## src/rtl/errflag_pkg.sv

```systemverilog
package errflag_pkg;
    localparam int N_FLAG = 4;
    localparam int F_CFG  = 0;
    localparam int F_OVR  = 1;
    localparam int F_CRC  = 2;
    localparam int F_FRM  = 3;

    typedef enum logic {
        SEQ_IDLE  = 1'b0,
        SEQ_ARMED = 1'b1
    } seq_state_t;
endpackage

```

## src/rtl/errflag_seq.sv

```systemverilog
module errflag_seq
    import errflag_pkg::*;
(
    input  logic clk,
    input  logic rst_n,
    input  logic step1,
    input  logic step2,
    input  logic any_acc,
    input  logic flag_q,
    output logic clr_o
);
    seq_state_t state_q, state_d;

    always_ff @(posedge clk or negedge rst_n) begin
        if (!rst_n) state_q <= SEQ_IDLE;
        else        state_q <= state_d;
    end

    always_comb begin
        state_d = state_q;
        clr_o   = 1'b0;
        unique case (state_q)
            SEQ_IDLE: begin
                if (step1 && flag_q) state_d = SEQ_ARMED;          // arm
            end
            SEQ_ARMED: begin
                if (step2) begin
                    clr_o   = 1'b1;                                // fire
                    state_d = SEQ_IDLE;
                end else if (step1) begin
                    state_d = SEQ_ARMED;                           // rearm
                end else if (any_acc) begin
                    state_d = SEQ_IDLE;                            // abandon
                end
            end
            default: state_d = SEQ_IDLE;
        endcase
    end
endmodule

```

## src/rtl/errflag_bit.sv

```systemverilog
module errflag_bit (
    input  logic clk,
    input  logic rst_n,
    input  logic set_i,
    input  logic clr_i,
    output logic q_o
);
    always_ff @(posedge clk or negedge rst_n) begin
        if (!rst_n)     q_o <= 1'b0;
        else if (set_i) q_o <= 1'b1;
        else if (clr_i) q_o <= 1'b0;
    end
endmodule

```

## src/rtl/errflag_unit.sv

```systemverilog
module errflag_unit
    import errflag_pkg::*;
#(
    parameter int ADDR_W    = 2,
    parameter int DATA_W    = 16,
    parameter int STAT_ADDR = 0,
    parameter int DATA_ADDR = 1,
    parameter int CTL_ADDR  = 2,
    parameter int CRC_BIT   = 4,
    parameter int FRM_BIT   = 8
) (
    input  logic              clk,
    input  logic              rst_n,
    input  logic [N_FLAG-1:0] evt_pulse,
    input  logic              bus_rd,
    input  logic              bus_wr,
    input  logic [ADDR_W-1:0] bus_addr,
    input  logic [DATA_W-1:0] bus_wdata,
    input  logic              err_ie,
    output logic [N_FLAG-1:0] err_flags,
    output logic              err_irq
);
    localparam logic [DATA_W-1:0] CRC_MASK = DATA_W'(1) << CRC_BIT;
    localparam logic [DATA_W-1:0] FRM_MASK = DATA_W'(1) << FRM_BIT;

    logic              hit_stat, hit_data, hit_ctl, any_acc;
    logic              crc_keep, frm_keep;
    logic [N_FLAG-1:0] clr_vec;
    logic [1:0]        s1_vec, s2_vec, seq_clr;

    assign hit_stat = (bus_addr == ADDR_W'(STAT_ADDR));
    assign hit_data = (bus_addr == ADDR_W'(DATA_ADDR));
    assign hit_ctl  = (bus_addr == ADDR_W'(CTL_ADDR));
    assign any_acc  = bus_rd | bus_wr;
    assign crc_keep = |(bus_wdata & CRC_MASK);
    assign frm_keep = |(bus_wdata & FRM_MASK);

    // sequence 0 serves the configuration fault, sequence 1 the overrun
    assign s1_vec[0] = any_acc && hit_stat;
    assign s2_vec[0] = bus_wr  && hit_ctl;
    assign s1_vec[1] = bus_rd  && hit_data;
    assign s2_vec[1] = bus_rd  && hit_stat;

    for (genvar s = 0; s < 2; s++) begin : g_seq
        errflag_seq u_seq (
            .clk     (clk),
            .rst_n   (rst_n),
            .step1   (s1_vec[s]),
            .step2   (s2_vec[s]),
            .any_acc (any_acc),
            .flag_q  (err_flags[s]),
            .clr_o   (seq_clr[s])
        );
    end

    always_comb begin
        clr_vec        = '0;
        clr_vec[F_CFG] = seq_clr[0];
        clr_vec[F_OVR] = seq_clr[1];
        clr_vec[F_CRC] = bus_wr && hit_stat && !crc_keep;
        clr_vec[F_FRM] = bus_wr && hit_stat && !frm_keep;
    end

    for (genvar f = 0; f < N_FLAG; f++) begin : g_flag
        errflag_bit u_bit (
            .clk   (clk),
            .rst_n (rst_n),
            .set_i (evt_pulse[f]),
            .clr_i (clr_vec[f]),
            .q_o   (err_flags[f])
        );
    end

    assign err_irq = err_ie && (err_flags != '0);
endmodule

```

## config.mk

```make
export PLATFORM = sky130hd
export DESIGN_NAME = errflag_unit
export DESIGN_NICKNAME = d
export VERILOG_FILES = /design/src/rtl/errflag_pkg.sv /design/src/rtl/errflag_seq.sv /design/src/rtl/errflag_bit.sv /design/src/rtl/errflag_unit.sv
export SDC_FILE = /design/constraint.sdc
export NUM_CORES = 1
export LEC_CHECK = 0
export ABC_AREA = 1
export ABC_CLOCK_PERIOD_IN_PS = 800
export BUFFER_PORTS_ARGS = -buffer_cell sky130_fd_sc_hd__buf_4
export CAP_MARGIN = 5
export CORE_AREA = 2 2 39 41
export CTS_CLUSTER_DIAMETER = 60
export CTS_CLUSTER_SIZE = 24
export DETAILED_ROUTE_END_ITERATION = 10
export DIE_AREA = 0 0 41 43
export HOLD_SLACK_MARGIN = 0.15
export PLACE_DENSITY = 0.68
export SLEW_MARGIN = 15
export SYNTH_ARGS = -nofsm -noshare
export SYNTH_HDL_FRONTEND = slang
export SYNTH_SLANG_ARGS = --single-unit
export TNS_END_PERCENT = 20
```

## constraint.sdc

```tcl
create_clock -name clk -period 0.8 [get_ports clk]
set_input_delay 0.04 -clock clk [delete_from_list [all_inputs] [get_ports clk]]
set_output_delay 0.04 -clock clk [all_outputs]
set_load 0.02 [all_outputs]
```

-- Yosys cells after proc, flatten, opt, wreduce, memory -nomap -nowiden
Index checks and enable logic that the tools add are counted.
- register bits after elaboration: 6
- input bits: 27
- output and inout bits: 5
- word-level logic and storage cells: 50
- reductions and logical operators: 18
- mux-type cells: 21
- bitwise operators: 3
- equal/unequal tests: 2
- operator list (cell ; count):
    2-to-1 mux 1 bit ; 19
    logical AND 1 bit ; 10
    nonzero test 2 bit ; 4
    one-hot mux 1 bit (2 select lines) ; 2
    nonzero test 4 bit ; 1
    equality test 2 x 1 -> 1 bit, second input constant ; 1
    equality test 2 bit, second input constant ; 1
    logical NOT 1 bit ; 2
    logical NOT 2 bit ; 1
    inverter 1 bit ; 2
    OR 1 bit ; 1

-- Depth between registers and ports, before layout
Gate-level depths: netlist of run 1.
- word-level depth: 6
- gate-level depth with buffers: 4

-- By module
From an unflattened synthesis of run 1, not the netlist that was laid out.
- cells, all modules: 53
- area, all modules: 354.1 µm²
- by module, submodules not included (module ; times used ; seq. area each (µm²) ; area each (µm²) ; cells each):
    errflag_bit ; 4 ; 25.0 ; 40.0 ; 5
    errflag_seq ; 2 ; 25.0 ; 52.6 ; 8
    errflag_unit ; 1 ; 0.0 ; 88.8 ; 17

-- Worst setup path before layout of run 1
OpenSTA, ideal clock, no wires.
- kind: reg-to-output
- start: register g_flag[1].u_bit.q_o
- end: output err_irq
- stages on the path, launching flop included: 3
- slack: -0.142 ns
- required time: 0.760 ns
- arrival: 0.902 ns
- buffers on the path: 0
- cells stage by stage: dfrtp_1 nor2_1 a21boi_0
- longest elaborated chain between the ends: 2
- ends and longest elaborated chain (element ; RTL line ; RTL):
    start: declaration ; errflag_bit.sv:6 ; output logic q_o
    start signal: assignment ; errflag_bit.sv:9 ; if (!rst_n) q_o <= 1'b0;
    start signal: assignment ; errflag_bit.sv:10 ; else if (set_i) q_o <= 1'b1;
    start signal: assignment ; errflag_bit.sv:11 ; else if (clr_i) q_o <= 1'b0;
    nonzero test 4 bit ; errflag_unit.sv:74 ; assign err_irq = err_ie && (err_flags != '0);
    logical AND 1 bit ; errflag_unit.sv:74 ;
    end: declaration ; errflag_unit.sv:21 ; output logic err_irq
No other way between the ends.

-- Worst setup path after layout of run 1
- start: register g_flag[0].u_bit.q_o
- end: output err_irq
- longest elaborated chain between the ends: 2
- ends and longest elaborated chain (element ; RTL line):
    start: declaration ; errflag_bit.sv:6
    start signal: assignment ; errflag_bit.sv:9
    start signal: assignment ; errflag_bit.sv:10
    start signal: assignment ; errflag_bit.sv:11
    nonzero test 4 bit ; errflag_unit.sv:74
    logical AND 1 bit ; errflag_unit.sv:74
No other way between the ends.

==> run_results.csv, run 1 <==
group,metric,value,unit
outcome,status,"finished, violations left",
outcome,violations,"setup timing",
placement,dp_hpwl,514,µm
route,drt-total-wl,795,µm
sta,slew-limit-headroom,0.888,
sta,period_share,1.24,
sta,setup_slack,-0.196,ns
sta,min_period,0.996,ns
global_route,grt-ovfl-total,0,
route,drc_errors,0,
logic_synthesis,ys_types,12,
pwr,switchingPower,0.000175,W
floorplanning,die_w,41,µm
logic_synthesis,yosysWarnings,0,
route,wl_per_cell,9.24,µm
pwr,ir_drop,470,µV
critical_path,cp.arrival,0.96,ns
sta,skew,0.00265,ns
route,vias,345,
logic_synthesis,synth.net_count,69,
floorplanning,start_util,0.231,
clock_tree,ctsRootBufferMaster,"clkbuf_4",
min_path,min-delay-start,"bus_addr[0]",
global_route,grt_use_met2,0.163,
critical_path,crit_fanout,2,
sta,hold_viol,0,
finish,final_common_cell,"buf_4",
critical_path,start_kind,"flip-flop",
route,drt-initial-drc-count,0,
critical_path,crit_path_max_incr_delay,0.38,ns
global_route,use_met1,0.0963,
route,drt_pass1_iterations,1,
placement,io_buffers,17,
floorplanning,rows,14,
pwr,internal_power,0.000594,W
logic_synthesis,synth_top_area_cell,"dfrtp_1",
sta,setup_viol,7,
clock_tree,clock_latency,0.24,ns
clock_tree,ctsHoldBuffers,9,
logic_synthesis,ys_ff_latch,6,
logic_synthesis,synth_top_area_frac,0.469,
critical_path,crit_chain,"nor2_1 > a21boi_1 > buf_4",
clock_tree,h-tree-depth,1,
clock_tree,numCtsBuffers,3,
floorplanning,die_h,43,µm
sta,timing.fmax,1.00,GHz
clock_tree,cts_max_path_buffers,2,
pwr,static-leakage-power,0.327,nW
critical_path,r2r_start,"g_flag[0].u_bit.q_o",
sta,hold-worst-slack,0.122,ns
critical_path,crit_required,0.76,ns
floorplanning,dieArea,1760,µm²
sta,rsz0062_at_grt,"yes",
min_path,min_path_type,"in2reg",
sta,worst_pin_slew,0.167,ns
logic_synthesis,synth_cells,42,
finish,area_growth,88.3,%
route,ant_nets,0,
global_route,use_met3,0.0314,
finish,diodes,0,
sta,tns,-0.628,ns
sta,drv_slew,0,
critical_path,worst-r2r-setup-slack,0.03,ns
critical_path,crit_start,"g_flag[0].u_bit.q_o",
clock_tree,clk_pin_slew,0.04,ns
global_route,grt_pass1_wl,1150,µm
pwr,pwr-share-seq,0.426,
route,via_per_inst,4.01,
critical_path,worstSetupPathType,"reg2out",
logic_synthesis,synth.avg_cell_area,7.63,µm²
logic_synthesis,syn_area,320,µm²
pwr,powerDensity,1270,nW/µm²
global_route,grt.busiest_layer,"met2",
job,drv_cap,0,
finish,num-nets-final,99,
finish,final_cell_mix,"buf_4 (15), nand2_1 (9), inv_1 (8), dlygate4sd3_1 (7), dfrtp_1 (6)",
critical_path,endpoint,"err_irq",
logic_synthesis,synth_seq_area_share,0.469,
global_route,grt_max_degree,7,
critical_path,cpMaxStageDelayCell,"dfrtp_1",
finish,drive_above_1_share,0.371,
clock_tree,cts_sinks,6,
pwr,comb_power_share,0.228,
critical_path,ff2ff_path_depth,3,
floorplanning,coreArea,1380,µm²
floorplanning,top_level_ports,32,
pwr,switching_share,0.227,
critical_path,r2r-end,"g_seq[0].u_seq.state_q",
global_route,antenna_found_initial,0,
pwr,clock_power_share,0.346,
global_route,grt_use_total,0.103,
placement,gp_congestion,0.594,
clock_tree,cts_tree,"yes",
critical_path,end_kind,"primary output",
global_route,grt_pass1_vias,323,
logic_synthesis,synth_area_leaders,"dfrtp_1 (47%), nand2_1 (11%), buf_4 (9.4%)",
-- worst min-delay path by stage --
stage	cells after the start	to
2_1_floorplan	0	g_flag[0].u_bit.q_o
3_3_place_gp	1	g_flag[1].u_bit.q_o
3_5_place_dp	1	g_flag[1].u_bit.q_o
4_1_cts	5	g_flag[0].u_bit.q_o
5_1_grt	5	g_flag[1].u_bit.q_o
6_report	5	g_flag[0].u_bit.q_o
-- repair_timing --
item                                    4_1_cts  5_1_grt
pin swaps                                     1        3
buffers inserted                              1        1
resized for setup                             4        6
endpoints found under the hold margin        12        3
cloned                                        0        0
endpoints found under the setup margin        5       16
-- critical path: cells and delay by family, from the launching register on --
family                 cells  cell delay [ns]
AO/OA/AOI/OAI              1             0.07
buffers and inverters      1             0.16
flip-flops                 1             0.38
AND/OR/NAND/NOR            1             0.12
-- cells in the mapped netlist --
| library cell | number |
|---|---|
| o21ai_0 | 2 |
| nand3_1 | 3 |
| nand2_1 | 9 |
| inv_1 | 8 |
| dfrtp_1 | 6 |
| buf_4 | 4 |
| a21oi_1 | 1 |
| nand3b_1 | 1 |
| a21boi_0 | 1 |
| nor2_1 | 5 |
| nand4_1 | 1 |
| nor2_2 | 1 |
-- cell families after synthesis --
logic type      after synthesis  share of synthesized area
compound gates                4                     0.0703
buf+inv                      12                      0.188
flops                         6                      0.469
simple gates                 20                      0.273
-- final cells by class --
class                      instances  area (µm²)
inverter                           8        30.0
timing repair buffer              29         264
tap                               16        20.0
clock buffer                       3        22.5
sequential                         6         150
multi-input combinational         24         116
fill                             128         781
-- per-stage QoR --
| step | cells | setup slack (ns) | instance area (µm²) | utilization | power (W) |
|---|---|---|---|---|---|
| 3_3_place_gp | 72 | 0.0324 | 445 | 0.322 | 0.000450 |
| 2_1_floorplan | 42 | 0.0161 | 320 | - | 0.000382 |
| 3_5_place_dp | 72 | 0.0386 | 445 | 0.322 | 0.000452 |
| 4_1_cts | 85 | -0.211 | 581 | 0.420 | 0.000768 |
| 5_1_grt | 86 | -0.239 | 603 | 0.436 | 0.000805 |
| 6_report | 86 | -0.196 | 603 | 0.436 | 0.000768 |
-- registers in the layout, summed over array words and instances, names as in the netlist --
| register | cells |
|---|---|
| g_flag.u_bit.q_o | 4 |
| g_seq.u_seq.state_q | 2 |
-- power groups by stage --
stage | Sequential, W | Combinational [W] | Clock [W]
2_1_floorplan | 0.000330 | 0.0000517 | 0
3_3_place_gp | 0.000331 | 0.000118 | 0
3_5_place_dp | 0.000332 | 0.000119 | 0
4_1_cts | 0.000328 | 0.000161 | 0.000279
5_1_grt | 0.000329 | 0.000193 | 0.000283
6_report | 0.000328 | 0.000175 | 0.000266
-- routing by layer --
| metal | share of wire | routed length [µm] |
|---|---|---|
| met1 | 0.33 | 266 |
| met3 | 0.074 | 59 |
| met2 | 0.57 | 456 |
| met4 | 0.015 | 12 |
| met5 | 0 | 0 |
Note: power is estimated with default switching activity, not from simulation.
==> inputs of run 2 (changes only) <==
==> constraint.sdc (replaced) <==
create_clock -name clk -period 0.8 [get_ports clk]
set_input_delay 0.08 -clock clk [delete_from_list [all_inputs] [get_ports clk]]
set_output_delay 0.08 -clock clk [all_outputs]
set_load 0.02 [all_outputs]
==> run_results.csv, run 2 (synthesis gave the netlist of run 1 again) <==
group,metric,value,unit
outcome,status,"finished, violations left",
outcome,violations,"setup timing",
finish,num-nets-final,98,
placement,placed_cells,75,
sta,timing.fmax,0.953,GHz
finish,drive_above_1_share,0.420,
finish,fin_cells,85,
pwr,internal_power,0.000591,W
finish,largest-register,"g_flag.u_bit.q_o",
finish,final_util,0.437,
min_path,min_path_type,"in2reg",
finish,regArea,150,µm²
critical_path,crit_required,0.72,ns
finish,fill_cells,144,
critical_path,worstSetupPathType,"reg2out",
sta,slew-limit-headroom,0.889,
sta,setup_slack,-0.249,ns
global_route,grt-ovfl-total,0,
floorplanning,dieArea,1760,µm²
sta,hold_viol,0,
sta,hold-worst-slack,0.140,ns
global_route,grt_pass1_vias,303,
clock_tree,numCtsBuffers,3,
clock_tree,clk_pin_slew,0.04,ns
global_route,antenna_found_initial,0,
clock_tree,cts_sinks,6,
sta,worst_pin_slew,0.166,ns
clock_tree,ctsRootBufferMaster,"clkbuf_4",
sta,period_share,1.31,
floorplanning,rows,14,
pwr,clock_power_share,0.345,
placement,dpl_cell_area,472,µm²
floorplanning,die_w,41,µm
pwr,comb_power_share,0.223,
finish,final_area,604,µm²
clock_tree,h-tree-depth,1,
clock_tree,cts_tree,"yes",
critical_path,cp.arrival,0.97,ns
sta,rsz0062_at_grt,"yes",
sta,min_period,1.05,ns
critical_path,start_kind,"flip-flop",
route,vias,346,
floorplanning,coreArea,1380,µm²
placement,gp_congestion,0.617,
finish,largest_reg_flops,4,
route,drc_errors,0,
global_route,grt_use_total,0.0984,
clock_tree,cts_max_path_buffers,2,
placement,dp_hpwl,536,µm
global_route,grt_max_degree,7,
job,drv_cap,0,
pwr,ir_drop,568,µV
placement,io_buffers,17,
pwr,powerDensity,1250,nW/µm²
finish,reg.largest.list,"g_flag.u_bit.q_o x4, g_seq.u_seq.state_q x2",
route,drt-initial-drc-count,8,
finish,area_growth,88.7,%
critical_path,end_kind,"primary output",
sta,setup_viol,5,
sta,tns,-0.832,ns
finish,final_common_cell,"buf_4",
floorplanning,die_h,43,µm
finish,diodes,0,
clock_tree,clock_latency,0.23,ns
pwr,switching_share,0.220,
global_route,grt_pass1_wl,1100,µm
clock_tree,postCtsSetupBuffers,0,
sta,skew,0.00125,ns
floorplanning,start_util,0.231,
sta,drv_slew,0,
route,drt-total-wl,708,µm
finish,multi_input_area,121,µm²
route,drt_pass1_iterations,3,
route,ant_nets,0,
pwr,switchingPower,0.000167,W
route,wl_per_cell,8.33,µm
pwr,static-leakage-power,0.318,nW
route,via_per_inst,4.07,
critical_path,crit_fanout,2,
pwr,pwr-share-seq,0.433,
finish,final_cell_mix,"buf_4 (13), nand2_1 (9), inv_1 (8), buf_6 (8)",
floorplanning,top_level_ports,32,
==> run 2: cell types whose count changed in the layout (fill, tap and decap cells not counted) <==
cell            delta
buf_6              +3
buf_4              -2
nor2_1             -2
o21ai_1            +1
a21boi_1           -1
a21boi_2           +1
dlymetal6s4s_1     -1
nor2_2             +2
o21ai_2            -1
dlygate4sd3_1      -1
==> run 2: layout make-up <==
class                           count  area share
Inverter                            8      0.0497
Timing Repair Buffer               28       0.431
Tap cell                           16      0.0331
Clock buffer                        3      0.0373
Sequential cell                     6       0.248
Multi-Input combinational cell     24       0.201
==> run 2: repair_timing <==
item	CTS	global route
cloned	0	0
hold buffers	7	0
setup endpoints to repair	6	8
pin swaps	2	3
gates resized for setup	7	6
endpoints found under the hold margin	11	0
==> run 2: worst max-delay path, stage by stage (launching register included) <==
cell	delay, ns
dfrtp_1	0.39
nor2_2	0.15
a21boi_2	0.07
buf_6	0.13
==> run 2: stage by stage <==
| stage | setup WS, ns | power [W] |
|---|---|---|
| floorplan | 0.0624 | 0.000383 |
| detailed placement | -0.00951 | 0.000460 |
| finish | -0.249 | 0.000758 |
| global route | -0.281 | 0.000811 |
| CTS | -0.242 | 0.000764 |
| global placement | -0.00226 | 0.000458 |
==> run 2: power by group through the flow <==
stage | combinational (W) | sequential (W) | clock [W]
after floorplan | 0.0000526 | 0.000330 | 0
after global placement | 0.000129 | 0.000330 | 0
after detailed placement | 0.000130 | 0.000330 | 0
after CTS | 0.000163 | 0.000326 | 0.000275
after global routing | 0.000185 | 0.000328 | 0.000298
final | 0.000169 | 0.000328 | 0.000261
==> run 2: routing by layer <==
metal,GRT usage,vias up,share of wire
li1,-,180,-
met1,0.0997,158,0.38
met2,0.153,8,0.56
met3,0.0471,0,0.068
met4,0.0600,0,0
met5,0,-,0
==> run 2: path summary, 6_finish.rpt <==
check                      depth (start not counted)                endpoint  slack [ns]              startpoint
min                                                4  g_seq[1].u_seq.state_q        0.14                  bus_wr
min reg2reg                                        2  g_seq[0].u_seq.state_q        0.52  g_seq[0].u_seq.state_q
min in group asynchronous                          2     g_flag[1].u_bit.q_o        0.19                   rst_n
max reg2reg                                        3  g_seq[0].u_seq.state_q        0.01     g_flag[0].u_bit.q_o
max in group asynchronous                          2     g_flag[2].u_bit.q_o        0.50                   rst_n
max                                                3                 err_irq       -0.25     g_flag[1].u_bit.q_o
==> inputs of run 3 (changes only) <==
- ABC_AREA: 1 -> not set
- PLACE_DENSITY: 0.68 -> 0.67
- REMOVE_ABC_BUFFERS: not set -> 1
==> run_results.csv, run 3 <==
group,metric,value,unit
min_path,min-delay-start,"bus_wdata[8]",
logic_synthesis,synth_compound_area_frac,0.234,
logic_synthesis,synth_fa_ha_area_frac,0,
logic_synthesis,synthMuxAreaShare,0,
placement,io_buffers,17,
logic_synthesis,synth_area_leaders,"dfrtp_1 (48%), a21o_1 (9.7%), buf_4 (9.7%)",
sta,min_period,1.27,ns
finish,num-nets-final,86,
outcome,status,"finished, violations left",
critical_path,critical_path_depth,2,
finish,largest-register,"g_flag.u_bit.q_o",
clock_tree,cts_tree,"yes",
clock_tree,cts_max_path_buffers,2,
logic_synthesis,synth_most_common_cell,"dfrtp_1",
logic_synthesis,ys.flop_type,"dfrtp_1",
clock_tree,cts_sinks,6,
floorplanning,dieArea,1760,µm²
outcome,violations,"setup timing",
min_path,holdPathEnd,"g_flag[3].u_bit.q_o",
floorplanning,start_util,0.224,
logic_synthesis,synth_top_area_cell,"dfrtp_1",
floorplanning,rows,14,
clock_tree,clk_pin_slew,0.05,ns
global_route,grt_use_total,0.133,
logic_synthesis,yosys-top-cells-count,"dfrtp_1 (6), a21o_1 (4), buf_4 (4)",
finish,reg.largest.list,"g_flag.u_bit.q_o x4, g_seq.u_seq.state_q x2",
critical_path,worstSetupPathType,"reg2out",
clock_tree,ctsHoldBuffers,5,
sta,timing.fmax,0.789,GHz
global_route,use_met3,0.0785,
route,drc_errors,0,
critical_path,path_buf_inv,1,
global_route,antenna_found_initial,0,
logic_synthesis,postSynth.asyncResetShare,1.00,
sta,period_share,1.58,
clock_tree,clock_latency,0.25,ns
critical_path,crit_fanout,2,
route,drt_pass1_iterations,2,
logic_synthesis,yosys.area_share.xor_xnor,0,
sta,setup_slack,-0.467,ns
critical_path,crit_start,"g_flag[2].u_bit.q_o",
route,drt-total-wl,949,µm
finish,diodes,0,
logic_synthesis,yosysWarnings,0,
sta,setup_viol,8,
critical_path,end_kind,"primary output",
floorplanning,top_level_ports,32,
clock_tree,h-tree-depth,1,
logic_synthesis,synth_seq_area_share,0.484,
critical_path,cp_top_family,"compound AO/OA/AOI/OAI gates",
critical_path,crit_required,0.72,ns
critical_path,cp.arrival,1.19,ns
finish,final_cell_mix,"buf_4 (19), buf_6 (8), dfrtp_1 (6), dlygate4sd3_1 (5), a21o_1 (4)",
sta,drv_slew,0,
finish,largest_reg_flops,4,
floorplanning,die_w,41,µm
finish,fin_cells,73,
critical_path,start_kind,"flip-flop",
placement,placed_cells,64,
floorplanning,die_h,43,µm
route,wl_per_cell,13.0,µm
pwr,static-leakage-power,0.279,nW
global_route,grt-ovfl-total,0,
finish,area_growth,97.2,%
critical_path,r2r-end,"g_seq[1].u_seq.state_q",
min_path,min_path_type,"in2reg",
logic_synthesis,synth_cells,26,
route,ant_nets,0,
clock_tree,numCtsBuffers,3,
global_route,grt_use_met2,0.188,
job,drv_cap,0,
global_route,grt_pass1_wl,1480,µm
logic_synthesis,synth_top_family_by_area,"compound AO/OA/AOI/OAI gates",
clock_tree,ctsRootBufferMaster,"clkbuf_4",
finish,final_common_cell,"buf_4",
logic_synthesis,ys_ff_latch,6,
critical_path,cpMaxStageDelayCell,"o41a_1",
logic_synthesis,syn_area,310,µm²
critical_path,crit_chain,"o41a_1 > buf_6",
sta,slew-limit-headroom,0.887,
critical_path,r2r_start,"g_flag[1].u_bit.q_o",
route,drt-initial-drc-count,6,
sta,hold_viol,0,
logic_synthesis,synth_top_area_frac,0.484,
logic_synthesis,ys_types,13,
finish,drive_above_1_share,0.561,
global_route,grt_pass1_vias,337,
route,via_per_inst,4.51,
global_route,use_met1,0.176,
pwr,ir_drop,775,µV
critical_path,worst-r2r-setup-slack,-0.22,ns
route,vias,329,
global_route,grt_max_degree,7,
sta,worst_pin_slew,0.168,ns
logic_synthesis,yosys.area_share.simple,0.173,
critical_path,ff2ff_path_depth,3,
logic_synthesis,synth.avg_cell_area,11.9,µm²
floorplanning,coreArea,1380,µm²
critical_path,crit_path_max_incr_delay,0.43,ns
min_path,hold_depth,3,
placement,gp_congestion,0.706,
sta,rsz0062_at_grt,"yes",
pwr,powerDensity,1300,nW/µm²
global_route,grt.busiest_layer,"met2",
sta,hold-worst-slack,0.140,ns
sta,skew,0.00327,ns
logic_synthesis,synth_edf_count,0,
-- run 3: cell count changes in the layout (fill, tap and decap cells not counted), sizes merged, moves of 3 or more --
cell and delta:
a21o +4, buf +6, inv -7, nand2 -9, nand3 -3, nor2 -6
-- run 3: cell families after synthesis --
family | count (synthesis)
buffers and inverters | 5
AOI/OAI and AO/OA | 9
and+or+nand+nor | 6
DFF | 6
-- run 3: worst max-delay path by stage --
stage | to | slack [ns]
floorplan | g_seq[1].u_seq.state_q | -0.28
global placement | err_irq | -0.24
detailed placement | g_flag[2].u_bit.q_o | -0.24
CTS | err_irq | -0.48
global route | err_irq | -0.50
finish | err_irq | -0.47
-- run 3: layout make-up --
| cell class | count | area [µm²] |
|---|---|---|
| inverters | 1 | 3.75 |
| fillers | 145 | 772 |
| multi-input cells | 15 | 133 |
| repair buffers | 32 | 283 |
| flip-flops and latches | 6 | 150 |
| clock buffers | 3 | 22.5 |
| well taps | 16 | 20.0 |
-- run 3: worst min-delay path: stages --
cell and delay, ns:
buf_4 0.07, or4b_1 0.09, a21o_1 0.11
-- run 3: power by group --
group	internal [W]	switching [W]	total, W
combinational	0.000119	0.0000639	0.000182
clock	0.000170	0.000119	0.000290
sequential	0.000318	0.00000812	0.000326
total	0.000607	0.000191	0.000798
-- run 3: routing by layer --
| layer | share of wire | vias up | wire, µm |
|---|---|---|---|
| met3 | 0.12 | 0 | 116 |
| met5 | 0 | - | 0 |
| met2 | 0.42 | 21 | 400 |
| met1 | 0.46 | 149 | 432 |
| met4 | 0 | 0 | 0 |
| li1 | - | 159 | - |
-- run 3: through the flow --
step           cell area [µm²]  worst slack (ns)  setup TNS, ns   util  total power [W]
2_1_floorplan              280            -0.285         -0.747      -         0.000370
3_3_place_gp               495            -0.239         -0.970  0.358         0.000478
3_5_place_dp               495            -0.244          -1.02  0.358         0.000481
4_1_cts                    608            -0.477          -1.71  0.439         0.000808
5_1_grt                    612            -0.498          -1.93  0.442         0.000846
6_report                   612            -0.467          -1.63  0.442         0.000798
-- run 3: what timing repair did --
item,CTS,global route
hold endpoints to repair,10,1
endpoints found under the setup margin,9,11
setup buffers,1,0
pin swaps,2,0
resized for setup,9,1
